<file path="config.mk">
export PLATFORM = sky130hd
export DESIGN_NAME = pstage_fault_mgr
export DESIGN_NICKNAME = d
export VERILOG_FILES = /design/src/rtl/pstage_fault_mgr.sv
export SDC_FILE = /design/constraint.sdc
export NUM_CORES = 1
export LEC_CHECK = 0
export BUFFER_PORTS_ARGS = -buffer_cell sky130_fd_sc_hd__buf_4
export CELL_PAD_IN_SITES_DETAIL_PLACEMENT = 0
export CELL_PAD_IN_SITES_GLOBAL_PLACEMENT = 1
export CORE_ASPECT_RATIO = 1.1
export CORE_MARGIN = 3
export CORE_UTILIZATION = 25
export CTS_CLUSTER_SIZE = 30
export DETAILED_ROUTE_END_ITERATION = 16
export PLACE_DENSITY = 0.6
export SLEW_MARGIN = 20
export SYNTH_ARGS = -nofsm -noshare
export SYNTH_HDL_FRONTEND = slang
export SYNTH_SLANG_ARGS = --single-unit
</file>
<file path="constraint.sdc">
create_clock -name clk -period 3.4 [get_ports clk]
set_input_delay 0.17 -clock clk [delete_from_list [all_inputs] [get_ports clk]]
set_output_delay 0.17 -clock clk [all_outputs]
set_load 0.02 [all_outputs]
</file>
<file path="src/rtl/pstage_fault_mgr.sv">
module pstage_fault_mgr #(
  parameter int TRUNC_LIMIT  = 10,
  parameter int OT_DGL       = 800,
  parameter int DRV_TMO      = 1500,
  parameter int DRV_LOST_CYC = 3
) (
  input  logic       clk,
  input  logic       rst_n,
  input  logic       logic_ok,
  input  logic       drv_ok,
  input  logic       cyc_strobe,
  input  logic       oc_hit,
  input  logic       ls_on,
  input  logic       sw_high,
  input  logic       ot_hot,
  output logic [1:0] mon_state,
  output logic       trunc_req,
  output logic       drv_kill
);
  localparam int TW = $clog2(TRUNC_LIMIT + 1);
  localparam int OW = $clog2(OT_DGL + 1);
  localparam int DW = $clog2(DRV_TMO + 1);
  localparam int LW = $clog2(DRV_LOST_CYC + 1);
  localparam logic [TW-1:0] T_LAST = TW'(TRUNC_LIMIT - 1);
  localparam logic [OW-1:0] O_LAST = OW'(OT_DGL - 1);
  localparam logic [DW-1:0] D_LAST = DW'(DRV_TMO - 1);
  localparam logic [LW-1:0] L_LAST = LW'(DRV_LOST_CYC - 1);
  localparam logic [1:0] MON_LOW   = 2'b00;
  localparam logic [1:0] MON_TEMP  = 2'b01;
  localparam logic [1:0] MON_FAULT = 2'b10;

  logic          logic_q, drv_q, rcy;
  logic          oc_seen, trunc_cyc;
  logic [TW-1:0] tcnt;
  logic [OW-1:0] otcnt;
  logic [DW-1:0] dtmr;
  logic [LW-1:0] lcnt;
  logic          drv_up;
  logic          flt_oc, flt_ot, flt_hs, fault;

  assign rcy       = (logic_ok & ~logic_q) | (drv_ok & ~drv_q);
  assign trunc_cyc = oc_seen | oc_hit;

  always_ff @(posedge clk or negedge rst_n)
    if (!rst_n) begin
      logic_q <= 1'b0;
      drv_q   <= 1'b0;
    end else begin
      logic_q <= logic_ok;
      drv_q   <= drv_ok;
    end

  always_ff @(posedge clk or negedge rst_n)
    if (!rst_n) begin
      oc_seen <= 1'b0;
      tcnt    <= '0;
      flt_oc  <= 1'b0;
    end else if (rcy || !logic_ok) begin
      oc_seen <= 1'b0;
      tcnt    <= '0;
      if (rcy) flt_oc <= 1'b0;
    end else if (cyc_strobe) begin
      oc_seen <= 1'b0;
      if (trunc_cyc) begin
        if (tcnt == T_LAST) flt_oc <= 1'b1;
        else                tcnt   <= tcnt + 1'b1;
      end else begin
        tcnt <= '0;
      end
    end else if (oc_hit) begin
      oc_seen <= 1'b1;
    end

  always_ff @(posedge clk or negedge rst_n)
    if (!rst_n) begin
      otcnt  <= '0;
      flt_ot <= 1'b0;
    end else if (rcy) begin
      otcnt  <= '0;
      flt_ot <= 1'b0;
    end else if (!ot_hot || !logic_ok) begin
      otcnt <= '0;
    end else if (otcnt == O_LAST) begin
      flt_ot <= 1'b1;
    end else begin
      otcnt <= otcnt + 1'b1;
    end

  always_ff @(posedge clk or negedge rst_n)
    if (!rst_n)                          flt_hs <= 1'b0;
    else if (rcy)                        flt_hs <= 1'b0;
    else if (logic_ok && ls_on && sw_high) flt_hs <= 1'b1;

  always_ff @(posedge clk or negedge rst_n)
    if (!rst_n) begin
      drv_up <= 1'b0;
      dtmr   <= '0;
      lcnt   <= '0;
    end else if (!logic_ok) begin
      drv_up <= 1'b0;
      dtmr   <= '0;
      lcnt   <= '0;
    end else if (drv_ok) begin
      drv_up <= 1'b1;
      dtmr   <= '0;
      lcnt   <= '0;
    end else begin
      if (dtmr != D_LAST)                   dtmr <= dtmr + 1'b1;
      if (cyc_strobe && lcnt != L_LAST)     lcnt <= lcnt + 1'b1;
      if (dtmr == D_LAST || (cyc_strobe && lcnt == L_LAST)) drv_up <= 1'b0;
    end

  assign fault     = flt_oc | flt_ot | flt_hs;
  assign drv_kill  = ~logic_ok | ~drv_up | flt_ot;
  assign trunc_req = oc_hit & ~drv_kill;
  assign mon_state = fault ? MON_FAULT : ((logic_ok & drv_up) ? MON_TEMP : MON_LOW);
endmodule

</file>
==> flow_metrics.tcl <==
set metrics [dict create \
    cts-resized-gates 0 \
    max_slew.worst_pin.slew_ns 0.564 \
    vdd_ir_drop_max_uv 196 \
    grt_pass1_vias 1239 \
    routed_wl_um 3250 \
    cts_tree "yes" \
    synth_ff_type "dfrtp_1" \
    place_inst 263 \
    clockBufferDepth 2 \
    ant_nets 0 \
    drc_errors 0 \
    synth_edf_count 0 \
    syn_area_per_cell_um2 9.71 \
    post_cts_buffers 0 \
    synth_top_area_cell "dfrtp_1" \
    dr.pass1.iters 4 \
    drt_iter0_drc 59 \
    max_freq_mhz 594 \
    hold_class "input pin to flop" \
    drv_cap 0 \
    finalSetupViolCount 0 \
    start_kind "flop" \
    finalCritPeriodShare 0.495 \
    rows 30 \
    wl_per_cell_um 11.9 \
    path_class "flop to flop" \
    tns_ns 0 \
    seq_area_um2 851 \
    period_minus_slack_ns 1.68 \
    synth.distinct_cells 34 \
    syn_nets 188 \
    hold_viol 0 \
    final_cells 272 \
    end_kind "flop" \
    cp.arrival_ns 1.88 \
    vias 1279 \
    netlist_area_mm2 0.00169 \
    dpl_cell_area_mm2 0.00186 \
    yosysSeqAreaShare 0.504 \
    maxSlewHeadroom 0.622 \
    design_area_mm2 0.00198 \
    leakagePower_nw 0.859 \
    synth_top_area_share 0.504 \
    cp_slowest_stage_delay_ns 0.44 \
    antenna_found_initial 0 \
    dp.final_hpwl_um 2240 \
    htreeDepth 2 \
    synth-seq-cells 34 \
    cts_buffers 5 \
    status "finished clean" \
    overflow 0 \
    diodes 0 \
    grt_max_degree 35 \
    required_ns 3.60 \
    start_util 0.266 \
    gp_congestion 0.760 \
    die_h_um 92.2 \
    fp.dieW_um 84.4 \
    grt_usage 0.0902 \
    grt_pass1_wl_um 5640 \
    rsz0062_at_grt "no" \
    path_cells "ha_1 -> and3_1 -> and3_4 -> or3b_1 -> a21oi_1" \
    syn_inst 174 \
    drive_above_1_share 0.125 \
    crit_path_top_delay_cell "dfrtp_1" \
    powerDensity_mw_per_mm2 421 \
    drv_slew 0 \
    path_max_fanout 7 \
    cts_num_sinks 34 \
    ys_top_cells_by_area "dfrtp_1 50%, nor2_1 7.6%, xor2_1 6.2%" \
    ys.warnings.count 0 \
    multi_input_area_um2 803 \
    cts.clk_slew.worst_paths_ns 0.07 \
    num_io_pins 13 \
    finalNetCount 205 \
    design.die.area_mm2 0.00778 \
    syn_to_final_growth_pct 17.2 \
    skew_ns 0.00672 \
    core_area_mm2 0.00634 \
    clkLatencyLatePin_ns 0.28 \
    n_fill_cell 666 \
    place.port_buffers 12 \
    viasPerCell 4.70 \
    cts_root_buffer "clkbuf_8" \
    async_flop_share 1.00 \
]
-- final cells by class --
class / count / area share
Sequential cell: 34 / 0.430
Multi-Input combinational cell: 132 / 0.406
Timing Repair Buffer: 13 / 0.0506
Tap cell: 80 / 0.0506
Clock buffer: 7 / 0.0386
Clock inverter: 1 / 0.0152
Inverter: 5 / 0.00948
-- state kept, by name, summed over array words and instances (netlist names) --
signal	cells
flt_hs	1
oc_seen	1
drv_up	1
logic_q	1
flt_oc	1
lcnt	2
tcnt	4
otcnt	10
dtmr	11
flt_ot	1
drv_q	1
-- layer usage --
| layer | up-vias | GRT usage | part of all wire |
|---|---|---|---|
| met1 | 603 | 0.121 | 0.50 |
| li1 | 642 | - | - |
| met5 | - | 0 | 0 |
| met3 | 8 | 0.0261 | 0.043 |
| met4 | 0 | 0.0396 | 0.017 |
| met2 | 26 | 0.135 | 0.44 |
-- critical path: cells and delay by family, from the launching register on --
| kind | cells | cell delay [ns] |
|---|---|---|
| AOI/OAI and AO/OA | 1 | 0.13 |
| adders and majority gates | 1 | 0.30 |
| DFF | 1 | 0.44 |
| and+or+nand+nor | 3 | 0.73 |
-- cells in the mapped netlist (all sizes together) (2+ instances only) --
cell type,instances
buf,3
nor3,6
dfrtp,34
nand2b,5
o21ai,6
or3,3
nand2,10
inv,5
xnor2,3
and4,3
a21oi,9
ha,5
nand3,8
a31oi,4
nand4,8
mux2i,2
xor2,12
and3,6
nor2,34
nor3b,3
-- where the power goes --
group          switching (W)  leakage (nW)  internal [W]
clock               0.000145        0.0524      0.000219
combinational      0.0000337         0.341     0.0000197
sequential        0.00000522         0.466      0.000411
-- final timing paths --
path | startpoint | to | slack, ns | cells past startpoint
max reg2reg | dtmr[0] | dtmr[2] | 1.72 | 5
max in group asynchronous | rst_n | dtmr[10] | 2.72 | 2
min in group asynchronous | rst_n | otcnt[7] | 0.37 | 2
min reg2reg | flt_oc | flt_oc | 0.50 | 2
min | drv_ok | drv_q | 0.02 | 1
max | dtmr[0] | dtmr[2] | 1.72 | 5
-- layout by cell type (no fill, tap or decap), types with 2 or more instances in the layout --
cell type  count
a21oi_1        9
a31oi_1        4
and3_1         4
and4_1         2
buf_4         12
clkbuf_1       2
clkbuf_8       5
dfrtp_1       34
ha_1           5
inv_1          5
mux2i_1        2
nand2_1       10
nand2b_1       5
nand3_1        7
nand4_1        8
nor2_1        34
nor3_1         5
nor3b_1        3
o21ai_0        5
or3_1          2
xnor2_1        3
xor2_1        12
-- through the flow --
| step | setup slack (ns) | util | hold WS [ns] | power, W |
|---|---|---|---|---|
| after global placement | 1.77 | 0.294 | 0.153 | 0.000478 |
| after CTS | 1.73 | 0.312 | 0.0154 | 0.000848 |
| after floorplan | 1.84 | - | -0.126 | 0.000450 |
| after global routing | 1.64 | 0.312 | 0.00872 | 0.000873 |
| final | 1.72 | 0.312 | 0.0249 | 0.000834 |
| after detailed placement | 1.72 | 0.294 | 0.148 | 0.000478 |
-- cells by family (layout without fill, tap and decap cells) --
family / Yosys count / in the layout / synth area share
DFF: 34 / 34 / 0.504
AOI/OAI and AO/OA: 21 / 21 / 0.0674
xor gates and xnor gates: 15 / 15 / 0.0778
adders and majority gates: 5 / 5 / 0.0370
muxes: 2 / 2 / 0.0119
buffers and inverters: 8 / 26 / 0.0207
and+or+nand+nor: 89 / 89 / 0.281
-- repair_timing --
action,CTS,global route
setup endpoints to repair,0,0
hold buffers,1,0
endpoints found under the hold margin,34,0
(Power assumes the default switching activity.)
